`src/rtl/acc_alu_pkg.sv`:
```
package acc_alu_pkg;

  typedef enum logic [2:0] {
    OP_ADD = 3'd0,
    OP_ADC = 3'd1,
    OP_SUB = 3'd2,
    OP_SBB = 3'd3,
    OP_AND = 3'd4,
    OP_OR  = 3'd5,
    OP_XOR = 3'd6,
    OP_CMP = 3'd7
  } alu_op_e;

  localparam int FLAG_W     = 8;
  localparam int FL_CARRY   = 0;
  localparam int FL_PARITY  = 2;
  localparam int FL_AUX     = 4;
  localparam int FL_ZERO    = 6;
  localparam int FL_SIGN    = 7;

endpackage

```
`src/rtl/acc_alu_arith.sv`:
```
module acc_alu_arith #(
  parameter int DATA_W = 8,
  parameter int NIB_W  = 4
) (
  input  logic [DATA_W-1:0] a,
  input  logic [DATA_W-1:0] b,
  input  logic              sub,
  input  logic              cin,
  output logic [DATA_W-1:0] res,
  output logic              carry,
  output logic              aux
);
  localparam int HI_W = DATA_W - NIB_W;

  logic [DATA_W-1:0] b_eff;
  logic              c_in_eff;
  logic [NIB_W:0]    lo_sum;
  logic [HI_W:0]     hi_sum;

  always_comb begin
    b_eff    = sub ? ~b : b;
    c_in_eff = sub ? ~cin : cin;
    lo_sum   = {1'b0, a[NIB_W-1:0]} + {1'b0, b_eff[NIB_W-1:0]}
             + {{NIB_W{1'b0}}, c_in_eff};
    hi_sum   = {1'b0, a[DATA_W-1:NIB_W]} + {1'b0, b_eff[DATA_W-1:NIB_W]}
             + {{HI_W{1'b0}}, lo_sum[NIB_W]};
    res      = {hi_sum[HI_W-1:0], lo_sum[NIB_W-1:0]};
    carry    = sub ? ~hi_sum[HI_W] : hi_sum[HI_W];
    aux      = sub ? ~lo_sum[NIB_W] : lo_sum[NIB_W];
  end
endmodule

```
`src/rtl/acc_alu_logic.sv`:
```
module acc_alu_logic
  import acc_alu_pkg::*;
#(
  parameter int DATA_W = 8
) (
  input  alu_op_e           op,
  input  logic [DATA_W-1:0] a,
  input  logic [DATA_W-1:0] b,
  output logic [DATA_W-1:0] res
);
  always_comb begin
    unique case (op)
      OP_AND:  res = a & b;
      OP_OR:   res = a | b;
      default: res = a ^ b;
    endcase
  end
endmodule

```
`src/rtl/acc_alu_flags.sv`:
```
module acc_alu_flags
  import acc_alu_pkg::*;
#(
  parameter int DATA_W = 8
) (
  input  logic [DATA_W-1:0] res,
  input  logic              carry,
  input  logic              aux,
  output logic [FLAG_W-1:0] flags
);
  always_comb begin
    flags            = '0;
    flags[FL_CARRY]  = carry;
    flags[FL_PARITY] = ~(^res);
    flags[FL_AUX]    = aux;
    flags[FL_ZERO]   = (res == '0);
    flags[FL_SIGN]   = res[DATA_W-1];
  end
endmodule

```
`src/rtl/acc_alu_core.sv`:
```
module acc_alu_core
  import acc_alu_pkg::*;
#(
  parameter int DATA_W = 8,
  parameter int NIB_W  = 4
) (
  input  logic              clk,
  input  logic              rst,
  input  logic [2:0]        op_sel,
  input  logic              exec_en,
  input  logic              acc_load,
  input  logic [DATA_W-1:0] acc_din,
  input  logic              tmp_load,
  input  logic [DATA_W-1:0] tmp_din,
  output logic [DATA_W-1:0] acc_q,
  output logic [7:0]        flags_q
);
  alu_op_e           op;
  logic [DATA_W-1:0] tmp_q;
  logic              is_sub, is_logic, use_cin, writes_acc;
  logic [DATA_W-1:0] arith_res, logic_res, alu_res;
  logic              arith_c, arith_ac, res_c, res_ac;
  logic [FLAG_W-1:0] flags_d;

  always_comb begin
    op         = alu_op_e'(op_sel);
    is_sub     = (op == OP_SUB) || (op == OP_SBB) || (op == OP_CMP);
    use_cin    = (op == OP_ADC) || (op == OP_SBB);
    is_logic   = (op == OP_AND) || (op == OP_OR) || (op == OP_XOR);
    writes_acc = (op != OP_CMP);
  end

  acc_alu_arith #(.DATA_W(DATA_W), .NIB_W(NIB_W)) u_arith (
    .a     (acc_q),
    .b     (tmp_q),
    .sub   (is_sub),
    .cin   (use_cin & flags_q[FL_CARRY]),
    .res   (arith_res),
    .carry (arith_c),
    .aux   (arith_ac)
  );

  acc_alu_logic #(.DATA_W(DATA_W)) u_logic (
    .op  (op),
    .a   (acc_q),
    .b   (tmp_q),
    .res (logic_res)
  );

  always_comb begin
    alu_res = is_logic ? logic_res : arith_res;
    res_c   = is_logic ? 1'b0 : arith_c;
    res_ac  = is_logic ? 1'b0 : arith_ac;
  end

  acc_alu_flags #(.DATA_W(DATA_W)) u_flags (
    .res   (alu_res),
    .carry (res_c),
    .aux   (res_ac),
    .flags (flags_d)
  );

  always_ff @(posedge clk) begin
    if (rst) begin
      acc_q   <= '0;
      tmp_q   <= '0;
      flags_q <= '0;
    end else begin
      if (acc_load)
        acc_q <= acc_din;
      else if (exec_en && writes_acc)
        acc_q <= alu_res;
      if (tmp_load)
        tmp_q <= tmp_din;
      if (exec_en)
        flags_q <= flags_d;
    end
  end
endmodule

```
`config.mk`:
```
export PLATFORM = sky130hd
export DESIGN_NAME = acc_alu_core
export DESIGN_NICKNAME = d
export VERILOG_FILES = /design/src/rtl/acc_alu_pkg.sv /design/src/rtl/acc_alu_arith.sv /design/src/rtl/acc_alu_logic.sv /design/src/rtl/acc_alu_flags.sv /design/src/rtl/acc_alu_core.sv
export SDC_FILE = /design/constraint.sdc
export NUM_CORES = 1
export LEC_CHECK = 0
export ABC_AREA = 1
export BUFFER_PORTS_ARGS = -buffer_cell sky130_fd_sc_hd__buf_4
export CORE_UTILIZATION = 59
export DETAILED_ROUTE_END_ITERATION = 8
export PLACE_DENSITY = 0.85
export SYNTH_ARGS = -nofsm -noshare
export SYNTH_HDL_FRONTEND = slang
export SYNTH_SLANG_ARGS = --single-unit
```
`constraint.sdc`:
```
create_clock -name clk -period 7.5 [get_ports clk]
set_input_delay 0.75 -clock clk [delete_from_list [all_inputs] [get_ports clk]]
set_output_delay 0.75 -clock clk [all_outputs]
set_load 0.02 [all_outputs]
```
# Word level (Yosys, flattened, before mapping)
# Cells that the tools add are included.
# totals
elab_cells,43
reg_bits,21
out_inout_bits,16
# classes
n_eq_ne,8
bitwise_logic,9
n_addsub,4
muxes,10
reduce_logical,9
# op_table
cell,count
8-bit 2-to-1 mux,4
8-bit case mux with 2 select lines,1
"3-bit == test, second input constant",4
4-bit by 4-bit adder with 5-bit output,2
5-bit by 1-bit adder with 5-bit output,2
8-bit AND,1
8-bit logical NOT,1
8-bit NOT,1
8-bit bitwise OR,1
8-bit XOR reduction,1
8-bit bitwise XOR,1
"3-bit by 2-bit == test with 1-bit output, second input constant",2
1-bit logical OR,5
1-bit 2-to-1 mux,5
1-bit NOT,4
"3-bit by 1-bit == test with 1-bit output, second input constant",1
"3-bit != test, second input constant",1
2-bit nonzero test,1
1-bit AND,1
1-bit logical AND,1

# Longest topological paths before layout
# depth
ltp_word,10
mapped_depth,23
ltp_nobuf,23

# Cells and area by module
# From an unflattened synthesis, not the netlist that was laid out.
# hier_totals
cells_unflattened,355
hier_area_um2,2299.7
# modules_own_cells
module,cells_each,seq_area_each_um2,area_per_inst_um2,n_inst
acc_alu_core,177,480.5,1173.6,1
acc_alu_logic,78,0.0,488.0,1
acc_alu_arith,63,0.0,434.2,1
acc_alu_flags,37,0.0,203.9,1

# Worst setup path after synthesis
# Ideal clock, no wire load.
# synth_path
path_type,input -> register
from,in op_sel[0]
to,reg flags_q[2]
required_time_ns,7.385
n_path_buf,1
t_arrival_ns,3.934
setup_slack_ns,3.451
cell_stages,20
setup_ns,0.115
path_cell_list,inv_2 -> nand2_4 -> nand2_2 -> buf_6 -> xor2_1 -> fa_1 -> fa_1 -> nand3_1 -> nand3_1 -> inv_1 -> fa_1 -> fa_1 -> or2_0 -> nand2_1 -> inv_1 -> ha_1 -> xnor2_1 -> xnor2_1 -> o21ai_0 -> inv_1
# synth_via
elab_chain_cells,10
word_cells_on_any_way,24
cone_classes,add/sub: 4; eq/ne: 7; mux: 4; bitwise: 3; reduce/logical: 6
# synth_rtl
item,line_no,source
from (decl),acc_alu_core.sv:9,"input logic [2:0] op_sel,"
3-bit by 2-bit == test with 1-bit output (tied with other cells),acc_alu_core.sv:27,is_sub = (op == OP_SUB) || (op == OP_SBB) || (op == OP_CMP);
"1-bit logical OR, on equally long branches","acc_alu_core.sv:27, acc_alu_core.sv:28",
1-bit logical OR / 1-bit AND (equally long branches),"acc_alu_core.sv:27, acc_alu_core.sv:37",
8-bit 2-to-1 mux / 1-bit NOT (equally long branches),"acc_alu_arith.sv:21, acc_alu_arith.sv:22",
4-bit by 4-bit adder with 5-bit output / 1-bit 2-to-1 mux (equally long branches),"acc_alu_arith.sv:23, acc_alu_arith.sv:22",
5-bit by 1-bit adder with 5-bit output,acc_alu_arith.sv:24,"+ {{NIB_W{1'b0}}, c_in_eff};"
5-bit by 1-bit adder with 5-bit output,acc_alu_arith.sv:26,"+ {{HI_W{1'b0}}, lo_sum[NIB_W]};"
8-bit 2-to-1 mux (*),acc_alu_core.sv:51,alu_res = is_logic ? logic_res : arith_res;
8-bit XOR reduction (*),acc_alu_flags.sv:14,flags[FL_PARITY] = ~(^res);
1-bit NOT (*),acc_alu_flags.sv:14,
to (signal assigned),acc_alu_core.sv:76,flags_q <= flags_d;
to (decl),acc_alu_core.sv:16,output logic [7:0] flags_q
# Mark *: on every way between the ends. The rest lies on a longest branch, timed or not.
# A chain may end at the register's enable or synchronous reset.

# Worst setup path after layout
# Same ends and word-level chain as after synthesis.

==> Flow_metrics.wiki <==
{| class="wikitable"
! Metric !! Value
|-
| Number of detailed-route iterations in the first pass || 4
|-
| Area growth, synth to finish || 15.7%
|-
| Mux contribution to synthesized area || 0%
|-
| Clock transition at path regs || 120 ps
|-
| First-pass GRT wire length || 7710 um
|-
| Global route overflow || 0
|-
| Startpoint kind of the worst setup timing path || input port
|-
| Largest net degree at the start of global routing || 17
|-
| Number of antenna violations at the first check in global routing || 0
|-
| Post-route clock skew || 12.4 ps
|-
| Adder-cell share of the synthesized area || 21.0%
|-
| Data required time of the critical path || 7710 ps
|-
| Commonest non-fill, non-tap cell in the layout || inv_1
|-
| Core area || 0.00308 mm2
|-
| Most frequent cells in the layout || inv_1, nand2_1, buf_4, o21ai_0, ha_1
|-
| Post-Synthesis Cells || 280
|-
| Final routed wire length divided by cell count || 13.0 um
|-
| Area share of xor/xnor cells in the synthesized design || 5.45%
|-
| Flops & latches, synth || 21
|-
| Total chip power || 362 uW
|-
| Power density relative to cell area || 162 mW/mm2
|-
| Leakage power of the design || 1.16 nW
|-
| Proportion of netlist area held by the largest area contributor || 21.8%
|-
| Number of max-capacitance violations reported || 0
|-
| Cell accounting for the most synthesized area || dfxtp_1
|-
| Total number of H-tree levels || 1
|-
| Compound-Gate Fraction of Synth Area || 13.4%
|-
| Share of final-layout standard cells stronger than drive strength 1 || 16.6%
|-
| Type of the setup path with the least slack || in2reg
|-
| Combined global-route utilization of all metal layers || 29.9%
|-
| Number of remaining DRC errors || 0
|-
| Number of clock buffers inserted by TritonCTS || 3
|-
| DP Worst Slack || 2870 ps
|-
| Yosys synthesis warning count || 0
|-
| Number of failing setup endpoints in the final timing report || 0
|-
| Hold-fix buffer count after cts || 0
|-
| Num ports || 40
|-
| Clock sink total || 21
|-
| Slack of the critical path || 3160 ps
|-
| Wirelength, routed || 4660 um
|-
| Simple-gate share of the synthesized area || 23.6%
|-
| Count of cell types in the netlist || 26
|-
| Vias in the first global route || 1794
|-
| Final worst path period share || 57.9%
|-
| Total via count in the routed design || 1865
|-
| TritonCTS clock tree || built
|-
| Combinational family with the most area after synthesis || simple AND/OR/NAND/NOR gates
|-
| Leading post-synthesis cells by cell area || dfxtp_1, ha_1, inv_1
|-
| Last weighted congestion value of the routability-driven placer || 0.924
|-
| R2R Path Start || flags_q[0]$_SDFFE_PP0P_
|-
| Share of the yosys chip area belonging to registers || 21.8%
|-
| Maximum vdd drop || 0.109 mV
|-
| Max-slew violations || 0
|-
| Clock root buffer master || clkbuf_4
|-
| Number of setup buffers added after CTS || 0
|-
| Syn_area_per_cell || 6.89 um2
|-
| Slew at the pin closest to its max-slew limit || 625 ps
|-
| Horizontal die dimension || 59.2 um
|-
| Maximum clock insertion buffer count || 2
|-
| Floorplan die area || 0.00350 mm2
|-
| Critical path fanouts, max || 11
|-
| Critical Path AT || 4560 ps
|-
| Floorplan die height || 59.2 um
|-
| Resized cells post-CTS || 0
|-
| Final HPWL from detailed placement || 3580 um
|-
| Total number of nets in the final design || 369
|-
| Max Fclk || 230 MHz
|-
| HP Start || flags_q[4]$_SDFFE_PP0P_
|-
| Number of vias per cell after detailed routing || 5.21
|-
| Min-delay worst type || reg2reg
|-
| Skew-Pair Late Insertion Delay || 320 ps
|-
| Headroom to the max-slew limit || 58.2%
|-
| Setup crit start || op_sel[0]
|-
| Number of cells in the design after placement || 354
|-
| Worst slack on hold paths || 480 ps
|-
| Rows || 20
|-
| Initial cell density of the core || 62.6%
|-
| Fin crit period || 4340 ps
|-
| Antenna diode count || 0
|-
| Kind of capture point of the worst setup path || register
|-
| Unrepaired setup endpoints after global routing || no
|-
| Antenna Violating Nets Remaining || 0
|-
| Sum of negative setup slack || 0 ps
|-
| Number of hold violations in the final report || 0
|-
| Number of buffer cells added on primary ports || 36
|-
| Detailed Route Iter0 Violations || 114
|-
| Number of cells in the finished layout apart from fillers || 358
|-
| Outcome || complete, no violations
|-
| Count of filler cells inserted in the layout || 281
|-
| Post-Synthesis Cell Area || 0.00193 mm2
|-
| Register-to-register path setup slack || 3830 ps
|}
cells in the mapped netlist:
cell      instances
inv_1            58
nand2_1          54
ha_1             26
o21ai_0          26
nand3_1          24
a21oi_1          21
dfxtp_1          21
xor2_1            9
nor2_1            5
fa_1              4
buf_4             3
clkbuf_1          3
nand2_2           3
nand4_1           3
or2_0             3
xnor2_1           3
a21oi_2           2
buf_6             2
inv_2             2
nand2_4           2
conb_1            1
nand3_2           1
nor2_2            1
nor2_4            1
o21ai_1           1
or2_2             1
worst paths after layout:
path                                           endpoint  cells after the start
worst max-delay path            flags_q[2]$_SDFFE_PP0P_                     22
worst max register to register  flags_q[2]$_SDFFE_PP0P_                     18
worst min-delay path            flags_q[4]$_SDFFE_PP0P_                      2
worst min register to register  flags_q[4]$_SDFFE_PP0P_                      2
registers in the layout (all words and copies together), names as in the netlist:
name	flops
acc_q	8
flags_q	5
tmp_q	8
power breakdown:
group	internal, mW	switching (mW)	total, mW
combinational	0.0730	0.0979	0.171
sequential	0.122	0.00953	0.132
clock	0.0208	0.0388	0.0596
total	0.216	0.146	0.362
logic make-up after synthesis:
| group | Yosys count |
|---|---|
| other cells | 1 |
| flops | 21 |
| compound gates | 50 |
| buf+inv | 68 |
| simple gates | 98 |
| fa+ha+maj | 30 |
| xor+xnor | 12 |
per-stage QoR:
stage / instance area, um2 / util, %
2_1_floorplan: 1940 / -
3_3_place_gp: 2200 / 71.6
3_5_place_dp: 2200 / 71.6
4_1_cts: 2230 / 72.5
5_1_grt: 2230 / 72.5
6_report: 2230 / 72.5
per-layer routing:
metal	track usage (%)	routed length, um
met1	37.6	1970
met3	2.40	369
met4	18.4	161
met2	49.8	2160
met5	0	0
critical path, stage by stage:
cell,delay (ps)
buf_4,140
inv_2,100
nand2_4,110
nand2_2,260
inv_1,120
nand2_1,80
o21ai_0,100
fa_1,430
fa_1,420
nand3_1,100
nand3_1,90
inv_1,100
fa_1,210
fa_1,410
or2_0,220
nand2_1,90
inv_1,40
ha_1,290
xnor2_1,180
xnor2_1,90
o21ai_0,170
inv_1,60
final cells by class:
| class | instances | area [um2] | share of cell area, % |
|---|---|---|---|
| Clock buffer | 4 | 26.3 | 1.18 |
| Inverter | 60 | 225 | 10.1 |
| Multi-Input combinational cell | 193 | 1230 | 55.3 |
| Timing Repair Buffer | 36 | 270 | 12.1 |
| Tap cell | 44 | 55.1 | 2.47 |
| Sequential cell | 21 | 420 | 18.8 |
Note: power is estimated with default switching activity, not from simulation.
